## config.mk

```make
export PLATFORM = sky130hd
export DESIGN_NAME = dl_serializer
export DESIGN_NICKNAME = d
export VERILOG_FILES = /design/src/rtl/dl_serializer.sv
export SDC_FILE = /design/constraint.sdc
export NUM_CORES = 1
export LEC_CHECK = 0
export CAP_MARGIN = 5
export CORE_MARGIN = 2
export CORE_UTILIZATION = 35
export CTS_BUF_LIST = sky130_fd_sc_hd__clkbuf_4
export DETAILED_ROUTE_END_ITERATION = 8
export HOLD_SLACK_MARGIN = 0.12
export PLACE_DENSITY_LB_ADDON = 0.25
export REMOVE_ABC_BUFFERS = 1
export SLEW_MARGIN = 5
export SYNTH_ARGS = -nofsm -noshare
export SYNTH_HDL_FRONTEND = slang
export SYNTH_SLANG_ARGS = --single-unit
export TNS_END_PERCENT = 50
```

## constraint.sdc

```tcl
create_clock -name clk -period 2.7 [get_ports clk]
set_input_delay 0.675 -clock clk [delete_from_list [all_inputs] [get_ports clk]]
set_output_delay 0.675 -clock clk [all_outputs]
set_load 0.02 [all_outputs]
```

## src/rtl/dl_serializer.sv

```systemverilog
module dl_serializer #(
  parameter int W   = 8,
  parameter int RUN = 5
) (
  input  logic         clk,
  input  logic         rst_n,
  input  logic         slot_en,
  input  logic         mf_bound,
  input  logic         host_we,
  input  logic [W-1:0] host_wdata,
  input  logic         cfg_we,
  input  logic [2:0]   cfg_wdata,
  input  logic         stat_rd,
  output logic         tx_bit,
  output logic         tx_valid,
  output logic         empty_flag,
  output logic         irq_n
);
  localparam int IW = (W > 1) ? $clog2(W) : 1;
  localparam int OW = $clog2(RUN + 1);

  logic [W-1:0]  hold_q, cur_q;
  logic [IW-1:0] idx_q;
  logic [OW-1:0] ones_q;
  logic          stuff_q, mf_q, ien_q, flag_q, bit_q, vld_q;

  wire stuff_now = stuff_q && !mf_q && (ones_q == OW'(RUN));
  wire start     = (idx_q == '0) && !stuff_now;
  wire reload    = start && (!mf_q || mf_bound);
  wire [W-1:0] src    = host_we ? host_wdata : hold_q;
  wire [W-1:0] byte_v = reload ? src : cur_q;
  wire out_bit   = stuff_now ? 1'b0 : byte_v[idx_q];
  wire byte_done = slot_en && !stuff_now && (idx_q == IW'(W - 1));

  always_ff @(posedge clk) begin
    if (!rst_n) begin
      hold_q  <= '0;
      cur_q   <= '0;
      idx_q   <= '0;
      ones_q  <= '0;
      stuff_q <= 1'b0;
      mf_q    <= 1'b0;
      ien_q   <= 1'b0;
      flag_q  <= 1'b0;
      bit_q   <= 1'b0;
      vld_q   <= 1'b0;
    end else begin
      if (host_we) hold_q <= host_wdata;
      if (cfg_we) {ien_q, mf_q, stuff_q} <= cfg_wdata;
      vld_q <= slot_en;
      if (slot_en) begin
        bit_q <= out_bit;
        if (reload) cur_q <= src;
        if (!out_bit) ones_q <= '0;
        else if (ones_q != OW'(RUN)) ones_q <= ones_q + 1'b1;
        if (!stuff_now) idx_q <= (idx_q == IW'(W - 1)) ? '0 : idx_q + 1'b1;
      end
      if (byte_done) flag_q <= 1'b1;
      else if (stat_rd) flag_q <= 1'b0;
    end
  end

  assign tx_bit     = bit_q;
  assign tx_valid   = vld_q;
  assign empty_flag = flag_q;
  assign irq_n      = !(flag_q && ien_q);

  a_r1_no_slot_no_bit: assert property (@(posedge clk) disable iff (!rst_n)
    !slot_en |=> !tx_valid);
  a_r2_flag_on_done: assert property (@(posedge clk) disable iff (!rst_n)
    byte_done |=> empty_flag);
  a_r3_read_clears: assert property (@(posedge clk) disable iff (!rst_n)
    (stat_rd && !byte_done) |=> (!empty_flag && irq_n));
  a_r7_stuffed_zero: assert property (@(posedge clk) disable iff (!rst_n)
    (slot_en && stuff_now) |=> (tx_valid && !tx_bit && idx_q == $past(idx_q)));
  a_r7_run_bounded: assert property (@(posedge clk) disable iff (!rst_n)
    ones_q <= OW'(RUN));
  a_r6_byte_kept: assert property (@(posedge clk) disable iff (!rst_n)
    (!slot_en) |=> $stable(cur_q));
endmodule

```

* Yosys cells after proc, flatten, opt, wreduce, memory -nomap -nowiden
Index checks and enable logic that the tools add are counted.
** Operators by class
- Order comparisons :: 1
- Eq/ne operators :: 4
- Add/sub/neg operators :: 2
- Mux-type cells :: 10
- Reductions and logical operators :: 15
- Bitwise logic cells :: 1
** Operator list (count)
- $mux W8 :: 2
- $mux W3 :: 3
- $logic_and A1 B1 Y1 :: 7
- $add A3 B1 Y3 const B :: 2
- $eq A3 B3 Y1 const B :: 2
- $lt A3 B4 Y1 const B :: 1
- $mux W1 :: 4
- $reduce_and A2 Y1 :: 2
- $bmux W1 S3 :: 1
- $logic_not A1 Y1 :: 3
- $logic_not A3 Y1 :: 1
- $ne A3 B3 Y1 const B :: 1
- $ne A2 B1 Y1 const B :: 1
- $reduce_bool A2 Y1 :: 1
- $logic_or A1 B1 Y1 :: 1
- $not A1 Y1 :: 1
** Word-level totals
- Bits of input ports :: 18
- Register bits after elaboration :: 28
- Output and inout port bits :: 4

* Logic depth before layout (Yosys ltp)
Gate-level depths: netlist of the first run.
- Word-level depth :: 12
- Gate-level depth with buffers :: 9

* Worst setup path before layout of the first run
No wires, ideal clock.
- Path kind :: input port to flip-flop
- From :: input port host_we
- To :: register ones_q[1]
- Path slack :: 476 ps
- Data arrival time :: 2109 ps
- Stages on the path :: 7
- Setup time :: 115 ps
- Path buffers :: 1
- Path through :: buf_6 > mux2i_1 > inv_1 > mux4_2 > a211oi_2 > o32ai_1 > and2_1
** On the way
- Longest elaborated chain between the ends :: 7
- Elaborated cells between the ends (all ways) :: 8
** RTL lines
- from (decl) :: line 9 : input logic host_we,
- $mux W8 * (2 in series)
- $bmux W1 S3 * :: line 32 : wire out_bit = stuff_now ? 1'b0 : byte_v[idx_q];
- $mux W1 (not written as such) * :: line 32
- $mux W1 * :: line 32
- $ne A2 B1 Y1 (no source line)
- $reduce_and A2 Y1 (no source line)
- to (signal assigned) :: line 55 : else if (ones_q != OW'(RUN)) ones_q <= ones_q + 1'b1;
- to (decl) :: line 24 : logic [OW-1:0] ones_q;
Mark *: on every way between the ends. The rest lies on a longest branch, timed or not. The select of a mux whose other input is x is not followed.
A chain may end at the register's enable or synchronous reset.

* Final worst setup path of the first run
Same ends and word-level chain as after synthesis.

==> results of run 1 <==
-- worst register-to-register path: stages, from the launching register on --
cell	delay, ns
dfxtp_1	0.40
inv_1	0.08
ha_1	0.27
nand4b_4	0.20
nand3_1	0.13
buf_4	0.18
a2111oi_4	0.35
a211oi_2	0.11
o31a_1	0.31
nor3b_2	0.15
-- kinds of logic after synthesis --
group,after synthesis,synth area share (%)
AO/OA/AOI/OAI,26,17.63
AND/OR/NAND/NOR,46,19.43
buffers and inverters,17,5.395
multiplexers,14,12.77
adder cells (fa/ha/maj),5,4.496
flip-flops,28,40.29
-- where the power goes --
| part | total [W] | switching (W) | internal [W] |
|---|---|---|---|
| clock | 0.000276 | 0.000126 | 0.000150 |
| sequential | 0.000454 | 0.0000135 | 0.000441 |
| combinational | 0.000186 | 0.0000809 | 0.000105 |
-- area by class of cell --
type	instances	area, um2	area share [%]
Clock buffer	3	22.52	1.241
Clock inverter	1	30.03	1.654
Inverter	9	33.78	1.861
Multi-Input combinational cell	91	755.7	41.63
Sequential cell	28	560.5	30.88
Tap cell	48	60.06	3.308
Timing Repair Buffer	40	352.8	19.43
-- placed cells by master, fill, tap and decap left out, types with 4 or more instances in the layout --
cell and instances:
buf_4 19, clkdlybuf4s50_1 21, dfxtp_1 28, ha_1 5, inv_1 9, mux2i_1 11
nand2_1 15, nand3_1 4, nor2b_1 13, o211a_1 8
-- cell usage after synthesis (all sizes together), types with 3 or more instances --
cell	number	area share (%)
ha	5	4.5
dfxtp	28	40
clkbuf	4	1.1
mux2i	11	7.9
buf	4	1.9
mux4	3	4.9
nand3	4	1.4
inv	9	2.4
a211oi	4	2.5
nand2	15	4.0
and2	3	1.3
nor2b	13	5.8
o211a	8	5.8
-- through the flow --
stage / utilization (%) / cells
3_5_place_dp: 47.09 / 216
2_1_floorplan: - / 128
5_1_grt: 48.50 / 220
3_3_place_gp: 47.09 / 216
4_1_cts: 48.50 / 220
6_report: 48.50 / 220
-- worst max path at each step --
| stage | from | to | slack (ns) | depth (start not counted) |
|---|---|---|---|---|
| 6_report | host_we | ones_q[1] | 0.22 | 7 |
| 5_1_grt | host_we | ones_q[1] | 0.14 | 7 |
| 4_1_cts | host_we | ones_q[1] | 0.21 | 7 |
| 3_5_place_dp | host_we | ones_q[1] | -0.14 | 7 |
| 3_3_place_gp | host_we | ones_q[1] | -0.08 | 7 |
| 2_1_floorplan | idx_q[0] | ones_q[1] | 0.54 | 8 |
-- metal layers --
metal	wire (um)	part of all wire, %	up-vias	track usage, %
met5	0	0	-	0
met2	1437	51	12	25.00
met3	46	1.6	7	2.196
met4	49	1.8	0	5.357
met1	1262	45	504	15.46
li1	-	-	559	-
-- flip-flops by register name, summed over array words and instances (netlist names) --
| signal | count |
|---|---|
| ien_q | 1 |
| hold_q | 8 |
| ones_q | 3 |
| mf_q | 1 |
| idx_q | 3 |
| cur_q | 8 |
| tx_valid | 1 |
| tx_bit | 1 |
| stuff_q | 1 |
| empty_flag | 1 |
==> metrics.md, run 1 <==
| Metric | Value |
|---|---|
| Status | `completed` |
| Core area | `0.003744 mm2` |
| Final routed DRC violation total | `0` |
| Endpoint class of the critical path | `flop` |
| Cell area after placement | `0.001763 mm2` |
| GRT Residual Overflow | `0` |
| Layout cells sized above 1 | `18.60%` |
| Total Power Consumption | `0.0009158 W` |
| Post_cts resized | `0` |
| Initial DRC count | `39` |
| Design area | `0.001815 mm2` |
| Antenna Nets Post-Route | `0` |
| IO buf count | `21` |
| Post-Route WL | `2796 um` |
| Setup slack, reg-to-reg | `0.45 ns` |
| Final cycle utilization of the critical path | `91.82%` |
| Maximum capacitance violations | `0` |
| Initial antenna violation count | `0` |
| Critical path class | `primary input to flop` |
| Arr. time, crit path | `2.72 ns` |
| Number of flops mapped to enable cells by yosys | `0` |
| Measured slew at the worst slew-check pin | `0.4725 ns` |
| Minimum clock period | `2.479 ns` |
| Worst hold path class | `flop to flop` |
| DIE HEIGHT | `67.05 um` |
| R2R Path Start | `ones_q[1]` |
| Buffers and inverters on the worst path | `2` |
| CTS Hold Bufs | `0` |
| Wire per inst | `12.71 um` |
| Vias in the first global route | `1129` |
| Initial core utilization | `37.17%` |
| Cell area after synthesis | `0.001391 mm2` |
| Netlist cell types | `36` |
| Die Width | `67.05 um` |
| Maximum vdd drop | `0.2553 mV` |
| Setup repair bufs after CTS | `0` |
| Worst hold endpoint | `cur_q[5]` |
| Drt first pass iters | `4` |
| Routability cong. | `0.7947` |
| Sinks on Clock Net | `28` |
| Hold_sp | `cur_q[5]` |
| FFs w/ async S/R, synth | `0%` |
| DP Wirelength | `2175 um` |
| Hold Path Depth | `1` |
| Synthesis Warnings | `0` |
| Reg2reg end | `ones_q[2]` |
| Final setup margin | `0.2208 ns` |
| Root Driver | `clkbuf_4` |
| Syn Inst Count | `136` |
| GRT Total Usage | `13.61%` |
| Top FF cell, synth | `dfxtp_1` |
| Power Dens Cells | `504.5 mW/mm2` |
| Largest net degree at the start of global routing | `17` |
| Final Max Slew Viols | `0` |
| Clk buf depth | `2` |
| Syn Area/Cell | `10.23 um2` |
| Diodes inserted | `0` |
| Row count | `22` |
| Pre-CTS WS | `-0.1424 ns` |
| First-pass GRT wire length | `4692 um` |
| Worst path cell trace | `clkdlybuf4s50_1 -> mux2i_1 -> inv_1 -> mux4_2 -> a211oi_2 -> o32ai_1 -> and2_1` |
| # fillers | `374` |
| Vias per cell | `4.918` |
| Leak | `0.8518 nW` |
| CTS clk-pin slew, worst paths | `0.15 ns` |
| Setup TNS | `0 ns` |
| H-Tree Depth | `1` |
| Slew HR | `68.40%` |
| R2R depth | `9` |
| Startpoint Class | `primary input` |
| Largest stage delay, worst path | `0.60 ns` |
| Hold Fails Final Rpt | `0` |
| WHS | `0.5138 ns` |
| Area grow syn2layout | `30.49%` |
| Clock latency on the worst-skew pair | `0.33 ns` |
| RSZ-0062 raised after global routing | `false` |
| Clk_skew | `0.0008435 ns` |
| Post-synthesis sequential area ratio | `40.29%` |
| Delay-heaviest family, CP | `multiplexers` |
| CTS tree | `yes` |
| Final setup violation count | `0` |
| #FFs+latches synth | `28` |
| Die Footprint | `0.004496 mm2` |
| Inserted Clock Buffers | `3` |
| I/O pin count | `22` |
| Worst Path Max Fanout | `5` |
| Slowest cell on the critical path | `clkdlybuf4s50_1` |
| Final #Nets | `196` |
| Worst path required time | `2.94 ns` |
| Peak Freq | `403.4 MHz` |
| Via count | `1082` |
(Power assumes the default switching activity.)
==> inputs of run 2 (changes only) <==
Settings changed: CORE_MARGIN 2 to 4, REMOVE_ABC_BUFFERS 1 to unset.
==> run 2 against run 1 <==
Net effect:
- wire length is 1.0% higher
- hold slack worse by 0.0022 ns
- first-iteration DRC count rose by 21%
- sequential power barely moved
- clock power barely moved
- critical path depth stayed put
- register-to-register slack worse by 0.11 ns
- power is 0.55% lower
- flip-flop and latch count is the same
- core utilization down 0.80 points
- fmax down 1.3%
- critical path type unchanged
- highest routed layer unchanged
==> metrics.md, run 2 (synthesis results as in run 1) <==
| Metric | Value |
|---|---|
| Core area | `0.003744 mm2 (unchanged)` |
| Wire per inst | `13.08 um (+2.9%)` |
| Routing usage on met3 | `2.273% (+0.077 points)` |
| GRT Total Usage | `11.71% (-1.9 points)` |
| Vias per cell | `4.986 (+1.4%)` |
| Worst path cell trace | `clkdlybuf4s50_1 -> mux2i_1 -> inv_1 -> mux4_2 -> a211oi_2 -> o32ai_1 -> and2_1` |
| Part of the power in registers | `49.8% (+0.2 points)` |
| Most common cell after layout, fill and taps aside | `dfxtp_1` |
| GRT busiest layer | `met2` |
| GRT Residual Overflow | `0 (unchanged)` |
| Maximum capacitance violations | `0 (unchanged)` |
| Sinks on Clock Net | `28 (unchanged)` |
| Final setup violation count | `0 (unchanged)` |
| Final #Nets | `192 (-2.0%)` |
| RSZ-0062 raised after global routing | `false` |
| Die Footprint | `0.005048 mm2 (+12%)` |
| Die Width | `71.05 um (+6.0%)` |
| Arr. time, crit path | `2.77 ns (+0.05 ns)` |
| Clk buf depth | `2 (unchanged)` |
| Post-Route WL | `2825 um (+1.0%)` |
| Via count | `1077 (-0.46%)` |
| Internal | `0.0006901 W (-0.83%)` |
| Routability cong. | `0.7733 (-2.7%)` |
| Area grow syn2layout | `28.33%` |
| Global routing usage on met2 | `19.57% (-5.4 points)` |
| Net Sw Power | `0.0002207 W (+0.32%)` |
| Clk pwr share | `30.4% (+0.3 points)` |
| Synth Net Count | `159` |
| Status | `completed` |
| Setup TNS | `0 ns (unchanged)` |
| DP Wirelength | `2217 um (+1.9%)` |
| H-Tree Depth | `1 (unchanged)` |
| Maximum vdd drop | `0.3004 mV (+18%)` |
| Final cycle utilization of the critical path | `93.04% (+1.2 points)` |
| Power Dens Cells | `510.1 mW/mm2 (+1.1%)` |
| Measured slew at the worst slew-check pin | `0.4497 ns (-0.02270 ns)` |
| Initial core utilization | `37.17% (unchanged)` |
| I/O pin count | `22 (unchanged)` |
| CTS clk-pin slew, worst paths | `0.16 ns (about the same)` |
| Leak | `0.8328 nW (-2.2%)` |
| Peak Freq | `398.1 MHz (-1.3%)` |
| Comb pwr share | `19.7% (-0.6 points)` |
| Post_cts resized | `0 (unchanged)` |
| Total Power Consumption | `0.0009108 W (-0.55%)` |
| Diodes inserted | `0 (unchanged)` |
| Worst hold path class | `flop to flop` |
| IO buf count | `21 (unchanged)` |
| Root Driver | `clkbuf_4` |
| Initial DRC count | `47 (+21%)` |
| Worst Path Max Fanout | `4 (-1)` |
| CTS Hold Bufs | `0 (unchanged)` |
| Vias in the first global route | `1052 (-6.8%)` |
| Largest stage delay, worst path | `0.56 ns (-0.04 ns)` |
| Endpoint class of the critical path | `flop` |
| Drt first pass iters | `4 (unchanged)` |
| Worst path required time | `2.95 ns (about the same)` |
| Sw Ratio | `24.23% (+0.21 points)` |
| Final Max Slew Viols | `0 (unchanged)` |
| DIE HEIGHT | `71.05 um (+6.0%)` |
| Largest net degree at the start of global routing | `17 (unchanged)` |
| Met1 usage | `15.03% (-0.42 points)` |
| Startpoint Class | `primary input` |
| Clk_skew | `0.008156 ns (+0.007312 ns)` |
| Inserted Clock Buffers | `3 (unchanged)` |
| Final routed DRC violation total | `0 (unchanged)` |
| Setup repair bufs after CTS | `0 (unchanged)` |
| Layout cells sized above 1 | `16.67% (-1.9 points)` |
| Slew HR | `69.92% (+1.5 points)` |
| Largest registers | `cur_q x8, hold_q x8` |
| First-pass GRT wire length | `4850 um (+3.4%)` |
| Slowest cell on the critical path | `clkdlybuf4s50_1` |
| Critical path class | `primary input to flop` |
| Row count | `22 (unchanged)` |
| Minimum clock period | `2.512 ns (+0.03282 ns)` |
| Most frequent cells in the layout | `dfxtp_1, clkdlybuf4s50_1, nand2_1, buf_4, nor2b_1` |
| Hold Fails Final Rpt | `0 (unchanged)` |
| Initial antenna violation count | `0 (unchanged)` |
| Clock latency on the worst-skew pair | `0.33 ns (about the same)` |
| CTS tree | `yes` |
| Antenna Nets Post-Route | `0 (unchanged)` |
## run 2: cell types whose count changed in the layout (fill, tap and decap cells not counted), sizes merged
cell and delta:
buf -4
## run 2: worst max-delay path, delay by kind of cell
kind / cells / cell delay [ns]
AOI/OAI and AO/OA: 2 / 0.51
muxes: 2 / 0.79
buffers and inverters: 2 / 0.63
and+or+nand+nor: 1 / 0.16
## run 2: area by class of cell
type	instances	area [um2]
Fill cell	373	1958
Inverter	9	33.78
Clock inverter	1	30.03
Multi-Input combinational cell	91	755.7
Timing Repair Buffer	36	322.8
Tap cell	48	60.06
Sequential cell	28	560.5
Clock buffer	3	22.52
## run 2: metal layers
metal / routed length, um / vias up / part of all wire, %
li1: - / 550 / -
met1: 1326 / 513 / 47
met2: 1415 / 10 / 50
met3: 48 / 4 / 1.7
met4: 35 / 0 / 1.2
met5: 0 / - / 0
## run 2: path summary, 6_finish.rpt
path              from         to  slack [ns]  cells after the start
max reg2reg  ones_q[0]  ones_q[1]        0.34                      7
min reg2reg   cur_q[3]   cur_q[3]        0.51                      1
min           cur_q[3]   cur_q[3]        0.51                      1
max            host_we  ones_q[1]        0.19                      7
## run 2: metrics by stage
| stage | util [%] | hold slack [ns] | std cells | worst slack [ns] | cell area, um2 |
|---|---|---|---|---|---|
| after detailed placement | 46.29 | 0.4837 | 212 | -0.1803 | 1733 |
| after CTS | 47.69 | 0.5182 | 216 | 0.1842 | 1785 |
| after global routing | 47.69 | 0.5422 | 216 | 0.1085 | 1785 |
| final | 47.69 | 0.5116 | 216 | 0.1880 | 1785 |
| after floorplan | - | 0.4670 | 136 | 0.4762 | 1391 |
| after global placement | 46.29 | 0.4792 | 212 | -0.06306 | 1733 |
## run 2: power by group through the flow
stage | clock, W | combinational (W) | sequential (W)
after floorplan | 0 | 0.000106 | 0.000463
after global placement | 0 | 0.000176 | 0.000462
after detailed placement | 0 | 0.000180 | 0.000463
after CTS | 0.000283 | 0.000181 | 0.000454
after global routing | 0.000303 | 0.000196 | 0.000458
final | 0.000277 | 0.000180 | 0.000454
==> inputs of run 3 (changes only) <==
Settings changed: CORE_MARGIN 4 to 3, RECOVER_POWER set to 100, REMOVE_ABC_BUFFERS set to 1.
==> run 3 against run 2 <==
Net effect:
- critical endpoint is now ones_q[2]
- clock skew is 0.0020 ns lower
- first-iteration DRC count is 19% lower
- final cell count is 1.9% higher
- sequential share of layout area is 0.066 points lower
- non-clock buffer count is 4 higher
- critical path type unchanged
- core utilization is 0.10 points higher
==> metrics.md, run 3 (synthesis results as in run 1) <==
| Metric | Value |
|---|---|
| Setup TNS | `0 ns (unchanged)` |
| Worst hold path class | `flop to flop` |
| Initial core utilization | `37.17% (unchanged)` |
| Critical path class | `primary input to flop` |
| Post_cts resized | `0 (unchanged)` |
| Hold Path Depth | `1 (unchanged)` |
| Status | `completed` |
| Slowest cell on the critical path | `clkdlybuf4s50_1` |
| Met2 wire len | `1378 um (-2.6%)` |
| Largest registers | `cur_q x8, hold_q x8` |
| Worst Path Max Fanout | `5 (+1)` |
| CTS Hold Bufs | `0 (unchanged)` |
| Total Power Consumption | `0.0009164 W (+0.62%)` |
| Power Dens Cells | `512.2 mW/mm2 (+0.41%)` |
| Final setup violation count | `0 (unchanged)` |
| Final Non-Filler Cells | `220 (+1.9%)` |
| Diodes inserted | `0 (unchanged)` |
| CTS tree | `yes` |
| CTS clk-pin slew, worst paths | `0.16 ns (about the same)` |
| Final Max Slew Viols | `0 (unchanged)` |
| Arr. time, crit path | `2.82 ns (+0.05 ns)` |
| Largest net degree at the start of global routing | `17 (unchanged)` |
| Sinks on Clock Net | `28 (unchanged)` |
| Final routed DRC violation total | `0 (unchanged)` |
| Final cycle utilization of the critical path | `94.66% (+1.6 points)` |
| Most common cell after layout, fill and taps aside | `dfxtp_1` |
| First-pass GRT wire length | `4740 um (-2.3%)` |
| IO buf count | `21 (unchanged)` |
| Vias per cell | `4.864 (-2.5%)` |
| GRT Residual Overflow | `0 (unchanged)` |
| Vias in the first global route | `1094 (+4.0%)` |
| Startpoint Class | `primary input` |
| Root Driver | `clkbuf_4` |
| Drt first pass iters | `3 (-1)` |
| Slew HR | `56.32% (-14 points)` |
| Endpoint class of the critical path | `flop` |
| Clk buf depth | `2 (unchanged)` |
| Routed metal-1 wire length | `1298 um (-2.1%)` |
| Initial DRC count | `38 (-19%)` |
| Cells after DPL | `216 (+1.9%)` |
| Worst path cell trace | `clkdlybuf4s50_1 -> clkbuf_1 -> mux2i_1 -> mux4_2 -> nor2_1 -> a211oi_1 -> buf_4 -> o31a_1 -> nor3b_2` |
| Area of the multi-input gates | `740.7 um2 (-2.0%)` |
| H-Tree Depth | `1 (unchanged)` |
| Maximum vdd drop | `0.4617 mV (+54%)` |
| I/O pin count | `22 (unchanged)` |
| Final #Nets | `196 (+2.1%)` |
| Setup repair bufs after CTS | `0 (unchanged)` |
| DIE HEIGHT | `69.05 um (-2.8%)` |
| Most frequent cells in the layout | `dfxtp_1, clkdlybuf4s50_1, nand2_1, nor2b_1, buf_4` |
| Clock latency on the worst-skew pair | `0.34 ns (about the same)` |
| Worst path required time | `2.97 ns (+0.02 ns)` |
| Via count | `1070 (-0.65%)` |
| GRT Total Usage | `12.08% (+0.37 points)` |
| Die Width | `69.05 um (-2.8%)` |
| Clk_skew | `0.006170 ns (-0.001986 ns)` |
| Wire per inst | `12.68 um (-3.0%)` |
| Measured slew at the worst slew-check pin | `0.6553 ns (+0.2055 ns)` |
| Minimum clock period | `2.556 ns (+0.04377 ns)` |
| Inserted Clock Buffers | `3 (unchanged)` |
| Die Footprint | `0.004768 mm2 (-5.6%)` |
| Routability cong. | `0.7994 (+3.4%)` |
| DP Wirelength | `2152 um (-2.9%)` |
| Storage cell area | `560.5 um2 (unchanged)` |
| Met3 wire length | `77 um (+60%)` |
| # fillers | `361 (-3.2%)` |
| Top sig layer | `met4` |
| Row count | `22 (unchanged)` |
| Design area | `0.001789 mm2 (+0.21%)` |
| Area grow syn2layout | `28.60%` |
| Maximum capacitance violations | `0 (unchanged)` |
| RSZ-0062 raised after global routing | `false` |
| Largest stage delay, worst path | `0.59 ns (+0.03 ns)` |
| Cell area after placement | `0.001763 mm2 (+1.7%)` |
| Post-Route WL | `2790 um (-1.2%)` |
| Antenna Nets Post-Route | `0 (unchanged)` |
| R2R depth | `7 (unchanged)` |
| Initial antenna violation count | `0 (unchanged)` |
| Leak | `0.8060 nW (-3.2%)` |
| Peak Freq | `391.3 MHz (-1.7%)` |
| Core area | `0.003744 mm2 (unchanged)` |
| Hold Fails Final Rpt | `0 (unchanged)` |
| Layout cells sized above 1 | `16.28% (-0.39 points)` |
run 3: cell count changes in the layout (fill, tap and decap cells not counted):
| cell | change |
|---|---|
| clkdlybuf4s50_1 | -5 |
| dlygate4sd3_1 | +5 |
| clkbuf_1 | +3 |
| clkbuf_4 | +3 |
| and2_0 | +2 |
| and2_1 | -2 |
| buf_4 | -2 |
| nand4b_1 | +1 |
| nand4b_4 | -1 |
run 3: worst paths after layout:
check,startpoint,to,slack (ns)
max,host_we,ones_q[2],0.14
min,cur_q[2],cur_q[2],0.52
max reg2reg,ones_q[0],ones_q[2],0.18
min reg2reg,cur_q[2],cur_q[2],0.52
run 3: area by class of cell:
type / count / share of cell area, %
multi-input cells: 91 / 41.40
flip-flops and latches: 28 / 31.33
repair buffers: 40 / 19.09
well taps: 48 / 3.357
inverters: 9 / 1.888
clock inverters: 1 / 1.678
clock buffers: 3 / 1.259
run 3: metrics by stage:
stage	util, %	hold slack, ns	setup slack, ns
5_1_grt	47.79	0.5475	0.05356
3_5_place_dp	47.09	0.4879	-0.1755
4_1_cts	48.50	0.5242	0.1971
2_1_floorplan	-	0.4670	0.5366
6_report	47.79	0.5190	0.1442
3_3_place_gp	47.09	0.4781	-0.07925
run 3: routing by layer:
layer	GRT usage, %	up-vias
met5	0	-
met4	3.254	0
met3	3.644	4
met2	21.82	10
met1	13.63	502
li1	-	554
run 3: worst max-delay path: cells and delay by family:
| kind | cells | cell delay (ns) |
|---|---|---|
| multiplexers | 2 | 0.58 |
| buffers and inverters | 3 | 0.97 |
| AND/OR/NAND/NOR | 2 | 0.29 |
| AO/OA/AOI/OAI | 2 | 0.31 |
run 3: power breakdown:
part	switching, W	leakage (nW)	internal, W
logic	0.0000800	0.548	0.000101
registers	0.0000129	0.230	0.000441
clock network	0.000132	0.0279	0.000150
total	0.000225	0.806	0.000692
